$ cat src/rtl/cfg_mon_pkg.sv
package cfg_mon_pkg;
  localparam int unsigned BYTE_W = 8;
  localparam int unsigned WORD_W = 32;
  localparam int unsigned CRC_W  = 16;
  localparam int unsigned LEN_W  = 11;
  localparam logic [31:0] SYNC_PATTERN = 32'hAA995566;
  localparam logic [15:0] CRC_POLY     = 16'h8005;

  localparam logic [2:0] OP_WRITE = 3'b001;
  localparam logic [2:0] OP_CHECK = 3'b010;
  localparam logic [2:0] OP_START = 3'b011;

  typedef enum logic [1:0] {
    PK_HDR   = 2'd0,
    PK_DATA  = 2'd1,
    PK_CHECK = 2'd2
  } pk_state_e;

  typedef enum logic [1:0] {
    SU_CFG  = 2'd0,
    SU_JTAG = 2'd1,
    SU_USER = 2'd2,
    SU_ALT  = 2'd3
  } su_sel_e;
endpackage

$ cat src/rtl/cfg_word_asm.sv
module cfg_word_asm #(
  parameter int unsigned BYTE_W = cfg_mon_pkg::BYTE_W,
  parameter int unsigned WORD_W = cfg_mon_pkg::WORD_W,
  parameter logic [WORD_W-1:0] SYNC = cfg_mon_pkg::SYNC_PATTERN
) (
  input  logic              clk_i,
  input  logic              rst_ni,
  input  logic              clr_i,
  input  logic              byte_vld_i,
  input  logic [BYTE_W-1:0] byte_i,
  output logic              synced_o,
  output logic              word_vld_o,
  output logic [WORD_W-1:0] word_o
);
  localparam int unsigned BPW   = WORD_W / BYTE_W;
  localparam int unsigned CNT_W = $clog2(BPW);
  localparam int unsigned HIST_W = WORD_W - BYTE_W;

  logic [BYTE_W-1:0] byte_rev;
  logic [HIST_W-1:0] hist_q;
  logic [WORD_W-1:0] win_nxt;
  logic [CNT_W-1:0]  cnt_q;

  // pin 0 carries the logical MSB
  for (genvar g = 0; g < BYTE_W; g++) begin : g_rev
    assign byte_rev[g] = byte_i[BYTE_W-1-g];
  end

  assign win_nxt = {hist_q, byte_rev};

  always_ff @(posedge clk_i or negedge rst_ni) begin
    if (!rst_ni) begin
      hist_q     <= '0;
      cnt_q      <= '0;
      synced_o   <= 1'b0;
      word_vld_o <= 1'b0;
      word_o     <= '0;
    end else begin
      word_vld_o <= 1'b0;
      if (clr_i) begin
        hist_q   <= '0;
        cnt_q    <= '0;
        synced_o <= 1'b0;
      end else if (byte_vld_i) begin
        hist_q <= win_nxt[HIST_W-1:0];
        if (!synced_o) begin
          if (win_nxt == SYNC) begin
            synced_o <= 1'b1;
            cnt_q    <= '0;
          end
        end else if (cnt_q == CNT_W'(BPW-1)) begin
          word_o     <= win_nxt;
          word_vld_o <= 1'b1;
          cnt_q      <= '0;
        end else begin
          cnt_q <= cnt_q + 1'b1;
        end
      end
    end
  end

  p_word_after_sync_r1: assert property (@(posedge clk_i) disable iff (!rst_ni)
    word_vld_o |-> synced_o);

  // no self-recovery once locked
  p_lock_sticky_r6: assert property (@(posedge clk_i) disable iff (!rst_ni)
    (synced_o && !clr_i) |=> synced_o);
endmodule

$ cat src/rtl/cfg_crc16.sv
module cfg_crc16 #(
  parameter int unsigned DATA_W = cfg_mon_pkg::WORD_W,
  parameter int unsigned CRC_W  = cfg_mon_pkg::CRC_W,
  parameter logic [CRC_W-1:0] POLY = cfg_mon_pkg::CRC_POLY
) (
  input  logic [CRC_W-1:0]  crc_i,
  input  logic [DATA_W-1:0] data_i,
  output logic [CRC_W-1:0]  crc_o
);
  always_comb begin
    logic [CRC_W-1:0] c;
    logic fb;
    c = crc_i;
    for (int i = DATA_W - 1; i >= 0; i--) begin
      fb = c[CRC_W-1] ^ data_i[i];
      c  = {c[CRC_W-2:0], 1'b0};
      if (fb) c = c ^ POLY;
    end
    crc_o = c;
  end
endmodule

$ cat src/rtl/cfg_startup.sv
module cfg_startup #(
  parameter int unsigned PHASES      = 4,
  parameter int unsigned SYNC_STAGES = 2
) (
  input  logic       clk_i,
  input  logic       rst_ni,
  input  logic       clr_i,
  input  logic       start_i,
  input  logic [1:0] sel_i,
  input  logic       jtag_clk_i,
  input  logic       user_clk_i,
  output logic       done_o
);
  import cfg_mon_pkg::*;

  localparam int unsigned PH_W    = $clog2(PHASES);
  localparam int unsigned DONE_PH = PHASES - 1;
  localparam int unsigned N_EXT   = 2;

  logic [N_EXT-1:0] ext_clk;
  logic [N_EXT-1:0] ext_rise;
  logic             tick;
  logic             active_q;
  logic [PH_W-1:0]  phase_q;

  assign ext_clk = {user_clk_i, jtag_clk_i};

  // external clocks are slower than clk_i; sample and edge-detect
  for (genvar g = 0; g < N_EXT; g++) begin : g_ext
    logic [SYNC_STAGES:0] s_q;
    always_ff @(posedge clk_i or negedge rst_ni) begin
      if (!rst_ni) s_q <= '0;
      else         s_q <= {s_q[SYNC_STAGES-1:0], ext_clk[g]};
    end
    assign ext_rise[g] = s_q[SYNC_STAGES-1] & ~s_q[SYNC_STAGES];
  end

  always_comb begin
    unique case (su_sel_e'(sel_i))
      SU_JTAG: tick = ext_rise[0];
      SU_USER: tick = ext_rise[1];
      default: tick = 1'b1;
    endcase
  end

  always_ff @(posedge clk_i or negedge rst_ni) begin
    if (!rst_ni) begin
      active_q <= 1'b0;
      phase_q  <= '0;
    end else if (clr_i) begin
      active_q <= 1'b0;
      phase_q  <= '0;
    end else begin
      if (start_i) active_q <= 1'b1;
      if (active_q && tick && phase_q != PH_W'(DONE_PH)) phase_q <= phase_q + 1'b1;
    end
  end

  assign done_o = active_q && (phase_q == PH_W'(DONE_PH));

  p_done_on_tick_r8: assert property (@(posedge clk_i) disable iff (!rst_ni)
    $rose(done_o) |-> $past(tick));

  p_stall_r10: assert property (@(posedge clk_i) disable iff (!rst_ni)
    (!clr_i && !tick) |=> $stable(phase_q));
endmodule

$ cat src/rtl/cfg_stream_mon.sv
module cfg_stream_mon #(
  parameter int unsigned LEN_W = cfg_mon_pkg::LEN_W
) (
  input  logic        clk_i,
  input  logic        rst_ni,
  input  logic [7:0]  data_i,
  input  logic        data_vld_i,
  input  logic        abort_i,
  input  logic        prog_i,
  input  logic [1:0]  startup_sel_i,
  input  logic        jtag_clk_i,
  input  logic        user_clk_i,
  output logic        init_o,
  output logic        done_o,
  output logic [31:0] hdr_o,
  output logic        hdr_vld_o
);
  import cfg_mon_pkg::*;

  logic              clr;
  logic              synced;
  logic              word_vld;
  logic [WORD_W-1:0] word;
  logic [CRC_W-1:0]  crc_q;
  logic [CRC_W-1:0]  crc_nxt;
  logic [LEN_W-1:0]  rem_q;
  logic              fail_q;
  logic              start_q;
  logic [1:0]        sel_q;
  pk_state_e         state_q;

  assign clr = abort_i | prog_i;

  cfg_word_asm #(
    .BYTE_W(BYTE_W),
    .WORD_W(WORD_W),
    .SYNC  (SYNC_PATTERN)
  ) u_asm (
    .clk_i     (clk_i),
    .rst_ni    (rst_ni),
    .clr_i     (clr),
    .byte_vld_i(data_vld_i),
    .byte_i    (data_i),
    .synced_o  (synced),
    .word_vld_o(word_vld),
    .word_o    (word)
  );

  cfg_crc16 #(
    .DATA_W(WORD_W),
    .CRC_W (CRC_W),
    .POLY  (CRC_POLY)
  ) u_crc (
    .crc_i (crc_q),
    .data_i(word),
    .crc_o (crc_nxt)
  );

  // selection frozen once locked
  always_ff @(posedge clk_i or negedge rst_ni) begin
    if (!rst_ni)                sel_q <= SU_CFG;
    else if (clr || !synced)    sel_q <= startup_sel_i;
  end

  always_ff @(posedge clk_i or negedge rst_ni) begin
    if (!rst_ni) begin
      state_q   <= PK_HDR;
      rem_q     <= '0;
      crc_q     <= '0;
      fail_q    <= 1'b0;
      start_q   <= 1'b0;
      hdr_o     <= '0;
      hdr_vld_o <= 1'b0;
    end else begin
      hdr_vld_o <= 1'b0;
      start_q   <= 1'b0;
      if (clr) begin
        state_q <= PK_HDR;
        rem_q   <= '0;
        crc_q   <= '0;
        fail_q  <= 1'b0;
        hdr_o   <= '0;
      end else if (!synced) begin
        state_q <= PK_HDR;
        crc_q   <= '0;
      end else if (word_vld) begin
        unique case (state_q)
          PK_HDR: begin
            hdr_o     <= word;
            hdr_vld_o <= 1'b1;
            unique case (word[31:29])
              OP_WRITE: if (word[LEN_W-1:0] != '0) begin
                rem_q   <= word[LEN_W-1:0];
                state_q <= PK_DATA;
              end
              OP_CHECK: state_q <= PK_CHECK;
              OP_START: start_q <= 1'b1;
              default: ;
            endcase
          end
          PK_DATA: begin
            crc_q <= crc_nxt;
            rem_q <= rem_q - 1'b1;
            if (rem_q == LEN_W'(1)) state_q <= PK_HDR;
          end
          PK_CHECK: begin
            if (word[CRC_W-1:0] != crc_q) fail_q <= 1'b1;
            state_q <= PK_HDR;
          end
          default: state_q <= PK_HDR;
        endcase
      end
    end
  end

  assign init_o = ~fail_q;

  cfg_startup #(
    .PHASES     (4),
    .SYNC_STAGES(2)
  ) u_startup (
    .clk_i     (clk_i),
    .rst_ni    (rst_ni),
    .clr_i     (clr),
    .start_i   (start_q),
    .sel_i     (sel_q),
    .jtag_clk_i(jtag_clk_i),
    .user_clk_i(user_clk_i),
    .done_o    (done_o)
  );

  p_init_fall_r4: assert property (@(posedge clk_i) disable iff (!rst_ni)
    $fell(init_o) |-> $past(state_q == PK_CHECK && word_vld));

  p_init_sticky_r4: assert property (@(posedge clk_i) disable iff (!rst_ni)
    (!init_o && !clr) |=> !init_o);

  p_clear_r7: assert property (@(posedge clk_i) disable iff (!rst_ni)
    clr |=> (init_o && !done_o && !hdr_vld_o));

  p_sel_frozen_r9: assert property (@(posedge clk_i) disable iff (!rst_ni)
    (synced && !clr) |=> $stable(sel_q));

  p_hdr_pulse_r11: assert property (@(posedge clk_i) disable iff (!rst_ni)
    hdr_vld_o |=> !hdr_vld_o);
endmodule

$ cat config.mk
export PLATFORM = sky130hd
export DESIGN_NAME = cfg_stream_mon
export DESIGN_NICKNAME = d
export VERILOG_FILES = /design/src/rtl/cfg_mon_pkg.sv /design/src/rtl/cfg_word_asm.sv /design/src/rtl/cfg_crc16.sv /design/src/rtl/cfg_startup.sv /design/src/rtl/cfg_stream_mon.sv
export SDC_FILE = /design/constraint.sdc
export NUM_CORES = 1
export LEC_CHECK = 0
export BUFFER_PORTS_ARGS = -buffer_cell sky130_fd_sc_hd__buf_2
export CORE_MARGIN = 5
export CORE_UTILIZATION = 25
export DETAILED_ROUTE_END_ITERATION = 8
export PLACE_DENSITY = 0.43
export SETUP_SLACK_MARGIN = 0.1
export SYNTH_ARGS = -nofsm -noshare
export SYNTH_HDL_FRONTEND = slang
export SYNTH_SLANG_ARGS = --single-unit
$ cat constraint.sdc
create_clock -name clk_i -period 3.2 [get_ports clk_i]
set_clock_uncertainty 0.15 [all_clocks]
set_input_delay 0.64 -clock clk_i [delete_from_list [all_inputs] [get_ports clk_i]]
set_output_delay 0.64 -clock clk_i [all_outputs]
set_load 0.02 [all_outputs]
; ---- Yosys cells after proc, flatten, opt, wreduce, memory -nomap -nowiden
; Cells that the tools add are included.
; Widths: inputs -> output; s select.
[totals]
register_bits = 135
in_bits = 17
output_inout_bits = 35
word_cells = 222
[classes]
add_sub_neg = 3
n_eq_ne = 20
mux = 87
n_bitwise = 71
n_reduce_logical = 24
[ops]
columns = operator, count
row1 = $mux 16, 36
row2 = $mux 32, 4
row3 = $not 3->3, 32
row4 = $mux 11, 5
row5 = $mux 24, 2
row6 = $eq 32x32->1 const B, 1
row7 = $xor 1x1->1, 32
row8 = $mux 1, 24
row9 = $mux 2, 12
row10 = $pmux 11 s2, 1
row11 = $ne 16x16->1, 1
row12 = $reduce_bool 2->1, 8
row13 = $reduce_and 4->1, 3
row14 = $eq 11x1->1 const B, 1
row15 = $reduce_bool 11->1, 1
row16 = $sub 11x1->11 const B, 1
row17 = $ne 5x5->1 const B, 2
row18 = $ne 3x3->1 const B, 3
row19 = $eq 2x2->1 const B, 4
row20 = $pmux 2 s2, 2
row21 = $eq 3x2->1 const B, 2
row22 = $reduce_bool 3->1, 2
row23 = $reduce_and 5->1, 1
row24 = $add 2x1->2 const B, 2
row25 = 15 further kinds, 23

; ---- Depth between registers and ports, before layout
; Gate-level depths: netlist (run 1).
[logic_depth]
word_depth = 68
depth_mapped = 8
mapped_depth_nobuf = 7

; ---- Hierarchy
; Synthesis (run 1) repeated with hierarchy kept, for this count alone.
[hier_totals]
cells_unflattened = 615
hier_area_um2 = 6949.2
[by_module_without_submodules]
columns = mod, n_inst, cells_per_inst, area_each_um2, seq_area_each_um2
row1 = cfg_stream_mon, 1, 331, 3225.6, 1651.6
row2 = cfg_word_asm, 1, 176, 2441.1, 1501.4
row3 = cfg_crc16, 1, 74, 862.1, 0.0
row4 = cfg_startup, 1, 34, 420.4, 225.2

; ---- Worst setup path before layout (run 1)
; Ideal clock, no wire load.
[synth_path]
path_type = register to register
from = register u_asm.word_o[5]
to = register crc_q[15]
setup_ns = 0.121
arrival_ns = 2.423
t_required_ns = 2.929
slack_ns = 0.506
stages_incl_launch_ff = 7
path_buffers = 0
period_less_slack_ns = 2.694
path_cell_list = dfrtp_1 > xnor3_1 > xor3_1 > xnor3_1 > xnor3_2 > xnor3_1 > a22o_1
[synth_via]
elab_chain_cells = 16
[synth_rtl]
columns = element, line
row1 = "start, declared", cfg_word_asm.sv:13  ; output logic [WORD_W-1:0] word_o
row2 = "start signal, assigned", cfg_word_asm.sv:52  ; word_o <= win_nxt;
row3 = $xor 1x1->1, cfg_crc16.sv:15  ; fb = c[CRC_W-1] ^ data_i[i];
row4 = $mux 16, cfg_crc16.sv:17  ; if (fb) c = c ^ POLY;
row5 = $xor 1x1->1, cfg_crc16.sv:15
row6 = $mux 16, cfg_crc16.sv:17
row7 = $xor 1x1->1, cfg_crc16.sv:15
row8 = $mux 16, cfg_crc16.sv:17
row9 = $xor 1x1->1, cfg_crc16.sv:15
row10 = $mux 16, cfg_crc16.sv:17
row11 = $xor 1x1->1, cfg_crc16.sv:15
row12 = $mux 16, cfg_crc16.sv:17
row13 = $xor 1x1->1, cfg_crc16.sv:15
row14 = $mux 16, cfg_crc16.sv:17
row15 = $mux 16, cfg_stream_mon.sv:87  ; unique case (state_q)
row16 = $mux 16, cfg_stream_mon.sv:86  ; end else if (word_vld) begin
row17 = $mux 16, cfg_stream_mon.sv:83  ; end else if (!synced) begin
row18 = $mux 16, cfg_stream_mon.sv:77  ; if (clr) begin
row19 = "end signal, assigned", cfg_stream_mon.sv:102  ; crc_q <= crc_nxt;
row20 = "end, declared", cfg_stream_mon.sv:24  ; logic [CRC_W-1:0] crc_q;
; Every way passes these cells. The select of a mux whose other input is x is not followed.
; A chain may end at the register's enable or synchronous reset.

; ---- Final worst setup path (run 1)
[layout_path]
from = register crc_q[4]
to = register crc_q[15]
[layout_via]
elab_chain_cells = 58
word_cells_on_any_way = 72
cone_classes = 36 x mux / 36 x bitwise
[layout_rtl]
columns = element, line
row1 = $mux 16 (*) (10 in a row), cfg_crc16.sv:17
row2 = $not 3->3 (no line), n/a
row3 = $mux 16 (*), cfg_crc16.sv:17
row4 = $xor 1x1->1 (*), cfg_crc16.sv:15
row5 = $mux 16 (*), cfg_crc16.sv:17
row6 = $xor 1x1->1, cfg_crc16.sv:15
row7 = $mux 16 (*), cfg_crc16.sv:17
row8 = $xor 1x1->1, cfg_crc16.sv:15
row9 = [33 not listed], n/a
row10 = $xor 1x1->1, cfg_crc16.sv:15
row11 = $mux 16 (*), cfg_crc16.sv:17
row12 = $xor 1x1->1, cfg_crc16.sv:15
row13 = $mux 16 (*), cfg_crc16.sv:17
row14 = $mux 16 (*), cfg_stream_mon.sv:87
row15 = $mux 16 (*), cfg_stream_mon.sv:86
row16 = $mux 16 (*), cfg_stream_mon.sv:83
row17 = $mux 16 (*), cfg_stream_mon.sv:77
; Every way passes the cells marked *; elsewhere a longest branch is shown, timed or not. The select of a mux whose other input is x is not followed.

==> impl_metrics.py, run 1 <==
metrics = {
    "worst_hold_path": {
        "worstHoldPathType": "in -> async",
    },
    "drt": {
        "wl_per_cell_um": 17.9,
        "routed_wl_um": 19400,
        "drt_iter0_drc": 317,
        "ant_nets": 0,
        "drc": 0,
        "vias_per_cell": 4.55,
        "first_pass_iters": 4,
        "vias": 4951,
    },
    "final_layout": {
        "syn_to_final_growth_pct": 19.8,
        "layout-drive-gt1-share_pct": 14.3,
        "final_net_count": 764,
        "register_area_um2": 3380,
        "multi_input_area_um2": 3110,
        "fillers": 2727,
        "layout_commonest_cell": "nand2_1",
        "diodes": 0,
        "layout_common_cells": "198 x nand2_1, 135 x dfrtp_1, 50 x buf_2, 49 x a21oi_1, 48 x nor2_1",
        "fin_cells": 1088,
    },
    "yosys": {
        "synth_seq_area_share_pct": 50.5,
        "synth_warnings": 0,
        "ys.flop_type": "dfrtp_1",
        "syn_area_per_cell_um2": 9.62,
        "synth_area_um2": 6690,
        "syn-num-nets": 718,
        "ys_types": 45,
        "ys_ff_latch": 135,
        "async_flop_share_pct": 100,
        "synth_edf_count": 0,
        "syn_inst": 695,
    },
    "clocking": {
        "clk_pin_slew_ns": 0.06,
        "h-tree-depth": 4,
        "cts_setup_buffers": 0,
        "cts_tree": "built",
        "ctsHoldBuffers": 0,
        "cts_inserted_buffers": 17,
        "cts_buffer_depth": 2,
        "clk_latency_ns": 0.42,
        "cts_sinks": 135,
        "cts_resized": 0,
        "cts-root-buf": "clkbuf_16",
    },
    "placed_design": {
        "place_hpwl_um": 13800,
        "io_buffers": 51,
        "placed_cells": 1057,
        "gp_congestion": 0.836,
    },
    "sta": {
        "worst_slew_pin_slew_ns": 0.676,
        "max_freq_ghz": 0.354,
        "setup_viol": 0,
        "hold_ws_ns": 0.0655,
        "drv_slew": 0,
        "fin_setup_tns_ns": 0,
        "min_period_ns": 2.82,
        "final_hold_viol_count": 0,
        "rsz0062_at_grt": "false",
        "fin_crit_sh_pct": 88.2,
        "relSlewSlack_pct": 54.3,
    },
    "global_route": {
        "grt_max_degree": 66,
        "grt_pass1_vias": 5241,
        "grt_first_pass_wirelength_um": 31500,
        "overflow": 0,
        "antenna_found_initial": 0,
        "grtUsageTotal_pct": 13.3,
    },
    "power": {
        "ir_drop_v": 0.000288,
        "p_int_mw": 3.09,
        "leakage_nw": 3.90,
        "switchingPower_mw": 0.855,
        "p_clk_share_pct": 53.7,
        "seq_power_share_pct": 43.7,
        "total_power_mw": 3.94,
        "p_comb_share_pct": 2.6,
        "power_density_nw_per_um2": 492,
        "sw_frac_of_total_pct": 21.7,
    },
    "critical_path": {
        "startpoint_type": "flop",
        "critPathKind": "reg -> reg",
        "critPathRequiredTime_ns": 3.35,
        "worst_r2r_startpoint": "crc_q[4]",
        "r2r_cells": 6,
        "path_max_fanout": 4,
        "ff2ff_setup_slack_ns": 0.38,
        "crit_path_end_kind": "flop",
        "r2r_end": "crc_q[15]",
        "arrival_ns": 2.97,
    },
    "job": {
        "drv_cap": 0,
    },
    "floorplan": {
        "die_w_um": 174,
        "start_util_pct": 25.5,
        "die_h_um": 174,
        "die-area_um2": 30100,
        "core_um2": 26200,
        "ios": 52,
        "rows": 59,
    },
    "outcome": {
        "status": "finished clean",
    },
}
[synthesized netlist by cell type, types with 2 or more instances]
cell | n | area (um2)
ha_1 | 6 | 75.1
buf_2 | 2 | 10.0
nor2_1 | 48 | 180
nor4_1 | 6 | 37.5
and4b_1 | 2 | 20.0
buf_1 | 4 | 15.0
nand2_1 | 198 | 743
xor2_1 | 29 | 254
xnor2_1 | 44 | 385
nand4_1 | 5 | 31.3
o41ai_1 | 2 | 17.5
clkbuf_1 | 39 | 146
o21ai_1 | 6 | 30.0
inv_1 | 8 | 30.0
o21ai_0 | 20 | 100
a21oi_1 | 49 | 245
nor4bb_1 | 6 | 60.1
mux2i_1 | 25 | 250
xnor3_1 | 10 | 225
a22o_1 | 8 | 70.1
or3_1 | 6 | 37.5
nand2b_1 | 2 | 12.5
nor3_1 | 8 | 40.0
xnor3_2 | 2 | 47.6
a32oi_1 | 2 | 17.5
dfrtp_1 | 135 | 3380
and2_1 | 4 | 25.0
xor3_1 | 2 | 47.6
[registers in the layout (all words and copies together) (netlist names)]
register and flops:
hdr_o 32, u_asm.word_o 32, u_asm.hist_q 24, crc_q 16
rem_q 11, u_startup.g_ext.s_q 6, sel_q 2, state_q 2
u_asm.cnt_q 2, u_startup.phase_q 2, fail_q 1, hdr_vld_o 1
start_q 1, u_asm.synced_o 1, u_asm.word_vld_o 1, u_startup.active_q 1
[layout make-up]
class | count | share of cell area, %
clock buffers | 20 | 5.70
inverters | 8 | 0.375
multi-input cells | 507 | 38.8
clock inverters | 11 | 2.16
flip-flops and latches | 135 | 42.2
well taps | 335 | 5.23
repair buffers | 72 | 5.55
[worst max-delay path: stages, from the launching register on]
cell and delay (ns):
dfrtp_1 0.43, xor2_1 0.32, xnor3_1 0.43, xnor3_2 0.38
xnor3_2 0.41, xnor3_1 0.34, a22o_1 0.24
[routing by layer]
| layer | share of wire (%) | routed length [um] | global-route usage, % |
|---|---|---|---|
| met1 | 50 | 9710 | 19.3 |
| met5 | 0 | 0 | 0 |
| met2 | 46 | 8970 | 20.5 |
| met3 | 3.2 | 622 | 2.70 |
| met4 | 0.70 | 136 | 2.79 |
[cell families (layout without fill, tap and decap cells)]
kind of cell    Yosys count  after routing  synth area share [%]
simple gates            292            292                  18.5
flops                   135            135                  50.5
compound gates           95             95                  8.08
xor+xnor                 89             89                  15.0
buf+inv                  53            111                  3.01
mux                      25             25                  3.74
fa+ha+maj                 6              6                  1.12
[metrics by stage]
step	worst slack, ns	util (%)	instance area [um2]
CTS	0.354	30.6	8010
detailed placement	0.360	28.2	7380
finish	0.377	30.6	8010
global route	0.275	30.6	8010
global placement	0.412	28.2	7380
floorplan	0.506	-	6690
[worst max path at each step]
| stage | start | cells after the start | endpoint |
|---|---|---|---|
| final | crc_q[4] | 6 | crc_q[15] |
| after global routing | crc_q[4] | 6 | crc_q[15] |
| after CTS | crc_q[4] | 6 | crc_q[15] |
| after detailed placement | crc_q[4] | 6 | crc_q[15] |
| after global placement | crc_q[4] | 6 | crc_q[15] |
| after floorplan | u_asm.word_o[5] | 6 | crc_q[15] |
[power groups by stage]
stage / Sequential, mW / Combinational [mW] / Clock (mW)
after floorplan: 1.75 / 0.0381 / 0
after global placement: 1.75 / 0.107 / 0
after detailed placement: 1.76 / 0.107 / 0
after CTS: 1.72 / 0.107 / 2.17
after global routing: 1.72 / 0.118 / 2.24
final: 1.72 / 0.102 / 2.12
Power figures use the tool's default switching activity.
==> run 2: changes to the inputs <==
--- a/config.mk
+++ b/config.mk
@@ -5,10 +5,12 @@
 export SDC_FILE = /design/constraint.sdc
 export NUM_CORES = 1
 export LEC_CHECK = 0
+export ABC_AREA = 0
 export BUFFER_PORTS_ARGS = -buffer_cell sky130_fd_sc_hd__buf_2
 export CORE_MARGIN = 5
 export CORE_UTILIZATION = 25
 export DETAILED_ROUTE_END_ITERATION = 8
+export MAX_ROUTING_LAYER = met4
 export PLACE_DENSITY = 0.43
 export SETUP_SLACK_MARGIN = 0.1
 export SYNTH_ARGS = -nofsm -noshare
==> impl_metrics.py, run 2 (synthesis gave the netlist of run 1 again) <==
metrics = {
    "sta": {
        "max_freq_ghz": 0.355,
        "rsz0062_at_grt": "false",
        "fin_crit_sh_pct": 88.1,
        "drv_slew": 0,
        "fin_setup_tns_ns": 0,
        "relSlewSlack_pct": 54.3,
        "setup_ws_ns": 0.380,
        "setup_viol": 0,
        "final_hold_viol_count": 0,
        "worst_slew_pin_slew_ns": 0.678,
        "min_period_ns": 2.82,
    },
    "critical_path": {
        "path_max_fanout": 4,
        "crit_chain": "xor2_1, xnor3_1, xnor3_2, xnor3_2, xnor3_1, a22o_1",
        "critPathRequiredTime_ns": 3.35,
        "cpMaxStageDelayCell": "dfrtp_1",
        "startpoint_type": "flop",
        "crit_path_end_kind": "flop",
        "critPathKind": "reg -> reg",
        "max_stage_delay_ns": 0.43,
        "arrival_ns": 2.97,
    },
    "final_layout": {
        "syn_to_final_growth_pct": 19.8,
        "multi_input_area_um2": 3110,
        "fillers": 2727,
        "diodes": 0,
        "layout-drive-gt1-share_pct": 14.3,
        "final_net_count": 764,
        "layout_commonest_cell": "nand2_1",
        "largestRegisters": "hdr_o: 32 flops, u_asm.word_o: 32 flops, u_asm.hist_q: 24 flops",
        "layout_common_cells": "198 x nand2_1, 135 x dfrtp_1, 50 x buf_2, 49 x a21oi_1, 48 x nor2_1",
        "fin_cells": 1088,
        "register_area_um2": 3380,
    },
    "worst_hold_path": {
        "worstHoldPathType": "in -> async",
    },
    "global_route": {
        "grtUsageTotal_pct": 13.7,
        "grt_first_pass_wirelength_um": 31500,
        "grt_max_degree": 66,
        "overflow": 0,
        "grt_use_met2_pct": 20.6,
        "grtUsageMet1_pct": 19.3,
        "grt_pass1_vias": 5241,
        "grt_use_met3_pct": 2.29,
        "antenna_found_initial": 0,
        "gr-max-usage-layer": "met2",
    },
    "floorplan": {
        "die_w_um": 174,
        "die-area_um2": 30100,
        "die_h_um": 174,
        "core_um2": 26200,
        "ios": 52,
        "start_util_pct": 25.5,
        "rows": 59,
    },
    "power": {
        "ir_drop_v": 0.000287,
        "leakage_nw": 3.90,
        "power_density_nw_per_um2": 492,
    },
    "clocking": {
        "clk_latency_ns": 0.42,
        "cts_inserted_buffers": 17,
        "cts_setup_buffers": 0,
        "cts-root-buf": "clkbuf_16",
        "cts_buffer_depth": 2,
        "cts_resized": 0,
        "cts_sinks": 135,
        "cts_tree": "built",
        "clk_pin_slew_ns": 0.06,
        "ctsHoldBuffers": 0,
        "h-tree-depth": 4,
    },
    "drt": {
        "vias": 4959,
        "first_pass_iters": 4,
        "routed_wl_um": 19500,
        "wl_per_cell_um": 17.9,
        "drt_iter0_drc": 354,
        "vias_per_cell": 4.56,
        "drc": 0,
        "ant_nets": 0,
    },
    "outcome": {
        "status": "finished clean",
    },
    "placed_design": {
        "place_ws_ns": 0.360,
        "place_hpwl_um": 13800,
        "placed_cells": 1057,
        "gp_congestion": 0.849,
        "io_buffers": 51,
    },
    "job": {
        "drv_cap": 0,
    },
}
## run 2: path summary, 6_finish.rpt
check,startpoint,to,slack [ns],cells after the start
max in group asynchronous,rst_ni,u_asm.hist_q[11],2.06,2
min in group clk_i,user_clk_i,u_startup.g_ext[1].s_q[0],0.18,1
worst max register to register,crc_q[4],crc_q[15],0.38,6
worst max-delay path,crc_q[4],crc_q[15],0.38,6
worst min-delay path,rst_ni,u_asm.cnt_q[0],0.07,1
worst min register to register,u_startup.g_ext[1].s_q[0],u_startup.g_ext[1].s_q[1],0.21,0
## run 2: final cells by class
| cell class | count | share of cell area [%] |
|---|---|---|
| Inverter | 8 | 0.375 |
| Clock inverter | 11 | 2.16 |
| Tap cell | 335 | 5.23 |
| Clock buffer | 20 | 5.70 |
| Multi-Input combinational cell | 507 | 38.8 |
| Timing Repair Buffer | 72 | 5.55 |
| Sequential cell | 135 | 42.2 |
## run 2: where the power goes
group / total (mW) / switching (mW) / internal, mW
combinational: 0.102 / 0.0750 / 0.0272
clock: 2.11 / 0.765 / 1.35
sequential: 1.72 / 0.00757 / 1.72
## run 2: metrics by stage
step	util, %	instance area (um2)	power, mW	hold slack (ns)
finish	30.6	8010	3.94	0.0687
global route	30.6	8010	4.08	0.125
CTS	30.6	8010	4.00	0.0900
detailed placement	28.2	7380	1.86	0.196
global placement	28.2	7380	1.86	0.185
floorplan	-	6690	1.79	0.181
## run 2: per-layer routing
layer / vias to the layer above / part of all wire [%]
met4: 0 / 0.91
li1: 2380 / -
met2: 69 / 46
met5: - / 0
met3: 12 / 2.7
met1: 2498 / 50
## run 2: critical path, delay by kind of cell, from the launching register on
kind | cells | cell delay, ns
xor gates and xnor gates | 5 | 1.88
DFF | 1 | 0.43
AOI/OAI and AO/OA | 1 | 0.24
==> run 3: changes to the inputs <==
==> constraint.sdc (replaced) <==
create_clock -name clk_i -period 3.3 [get_ports clk_i]
set_clock_uncertainty 0.15 [all_clocks]
set_input_delay 0.66 -clock clk_i [delete_from_list [all_inputs] [get_ports clk_i]]
set_output_delay 0.66 -clock clk_i [all_outputs]
set_load 0.02 [all_outputs]
==> impl_metrics.py, run 3 (synthesis gave the netlist of run 1 again) <==
metrics = {
    "outcome": {
        "status": "finished clean",
    },
    "floorplan": {
        "start_util_pct": 25.5,
        "rows": 59,
        "die_w_um": 174,
        "core_um2": 26200,
        "die-area_um2": 30100,
        "die_h_um": 174,
        "ios": 52,
    },
    "power": {
        "switchingPower_mw": 0.872,
        "seq_power_share_pct": 44.0,
        "leakage_nw": 3.86,
        "p_int_mw": 2.93,
        "p_comb_share_pct": 2.6,
        "ir_drop_v": 0.000306,
        "p_clk_share_pct": 53.4,
        "power_density_nw_per_um2": 477,
        "sw_frac_of_total_pct": 22.9,
    },
    "clocking": {
        "cts-root-buf": "clkbuf_16",
        "cts_sinks": 135,
        "cts_resized": 0,
        "ctsHoldBuffers": 0,
        "cts_tree": "built",
        "cts_setup_buffers": 0,
        "cts_buffer_depth": 2,
        "cts_inserted_buffers": 17,
        "clk_latency_ns": 0.42,
        "h-tree-depth": 4,
        "clk_pin_slew_ns": 0.06,
    },
    "sta": {
        "rsz0062_at_grt": "false",
        "relSlewSlack_pct": 50.8,
        "fin_crit_sh_pct": 85.3,
        "final_hold_viol_count": 0,
        "setup_viol": 0,
        "fin_setup_tns_ns": 0,
        "min_period_ns": 2.82,
        "drv_slew": 0,
        "max_freq_ghz": 0.355,
        "worst_slew_pin_slew_ns": 0.736,
    },
    "critical_path": {
        "r2r_cells": 6,
        "critPathRequiredTime_ns": 3.46,
        "path_max_fanout": 4,
        "cpMaxStageDelayCell": "dfrtp_1",
        "startpoint_type": "flop",
        "max_stage_delay_ns": 0.43,
        "crit_chain": "xor2_1, xnor3_1, xnor3_2, xnor3_2, xnor3_1, a22o_1",
        "arrival_ns": 2.97,
        "critPathKind": "reg -> reg",
        "crit_path_end_kind": "flop",
    },
    "global_route": {
        "overflow": 0,
        "grt_first_pass_wirelength_um": 31400,
        "antenna_found_initial": 0,
        "grt_pass1_vias": 5166,
        "grtUsageTotal_pct": 13.6,
        "grt_max_degree": 74,
    },
    "drt": {
        "ant_nets": 0,
        "vias": 4946,
        "drc": 0,
        "wl_per_cell_um": 17.9,
        "first_pass_iters": 4,
        "drt_iter0_drc": 345,
        "routed_wl_um": 19400,
        "vias_per_cell": 4.56,
    },
    "final_layout": {
        "utilization_pct": 30.4,
        "final_net_count": 760,
        "layout_common_cells": "198 x nand2_1, 135 x dfrtp_1, 50 x buf_2, 49 x a21oi_1, 48 x nor2_1",
        "layout-drive-gt1-share_pct": 14.1,
        "diodes": 0,
        "layout_commonest_cell": "nand2_1",
        "syn_to_final_growth_pct": 19.2,
        "largestRegisters": "hdr_o: 32 flops, u_asm.word_o: 32 flops, u_asm.hist_q: 24 flops",
    },
    "job": {
        "drv_cap": 0,
    },
    "placed_design": {
        "io_buffers": 51,
        "gp_congestion": 0.805,
        "place_hpwl_um": 13700,
    },
    "worst_hold_path": {
        "worstHoldPathType": "in -> async",
    },
}
==> run 3: cell types whose count changed in the layout (fill, tap and decap cells not counted) <==
| cell | delta |
|---|---|
| bufinv_16 | -1 |
| buf_4 | -4 |
| clkinv_4 | -2 |
| inv_6 | +3 |
| clkinv_2 | -1 |
| clkinvlp_4 | +3 |
| clkbuf_1 | -1 |
==> run 3: layout make-up <==
cell class	instances	area (um2)
flip-flops and latches	135	3380
repair buffers	68	414
clock inverters	13	169
inverters	8	30.0
clock buffers	19	453
multi-input cells	507	3110
well taps	335	419
fillers	2758	18200
==> run 3: metal layers <==
layer	share of wire, %	wire, um	vias up	track usage (%)
met1	51	9880	2493	19.4
met3	2.6	511	9	2.64
met5	0	0	-	-
met4	0.66	128	0	2.69
li1	-	-	2377	-
met2	46	8890	67	20.2
==> run 3: worst paths after layout <==
path | from | to | slack (ns)
setup / recovery | crc_q[4] | crc_q[15] | 0.48
hold / removal | rst_ni | u_asm.synced_o | 0.12
setup reg to reg | crc_q[4] | crc_q[15] | 0.48
hold reg to reg | u_startup.g_ext[1].s_q[0] | u_startup.g_ext[1].s_q[1] | 0.20
max in group asynchronous | rst_ni | u_asm.word_o[16] | 2.13
min in group clk_i | u_startup.g_ext[1].s_q[0] | u_startup.g_ext[1].s_q[1] | 0.20
==> run 3: power groups by stage <==
stage               sequential (mW)  combinational (mW)  clock [mW]
floorplan                      1.70              0.0370           0
global placement               1.70               0.105           0
detailed placement             1.70               0.104           0
CTS                            1.67               0.105        2.09
global route                   1.67               0.114        2.15
finish                         1.67               0.100        2.03
==> run 3: per-stage QoR <==
step | setup WS (ns) | hold WS (ns) | total power, mW | cells | area (um2)
floorplan | 0.606 | 0.181 | 1.74 | 695 | 6690
global placement | 0.517 | 0.186 | 1.81 | 1053 | 7350
detailed placement | 0.496 | 0.188 | 1.81 | 1053 | 7350
CTS | 0.475 | 0.145 | 3.86 | 1085 | 7970
global route | 0.373 | 0.178 | 3.94 | 1085 | 7970
finish | 0.485 | 0.123 | 3.80 | 1085 | 7970
==> run 3: worst max-delay path: cells and delay by family (launching register included) <==
family | cells | cell delay (ns)
XOR/XNOR | 5 | 1.88
flip-flops | 1 | 0.43
AO/OA/AOI/OAI | 1 | 0.24
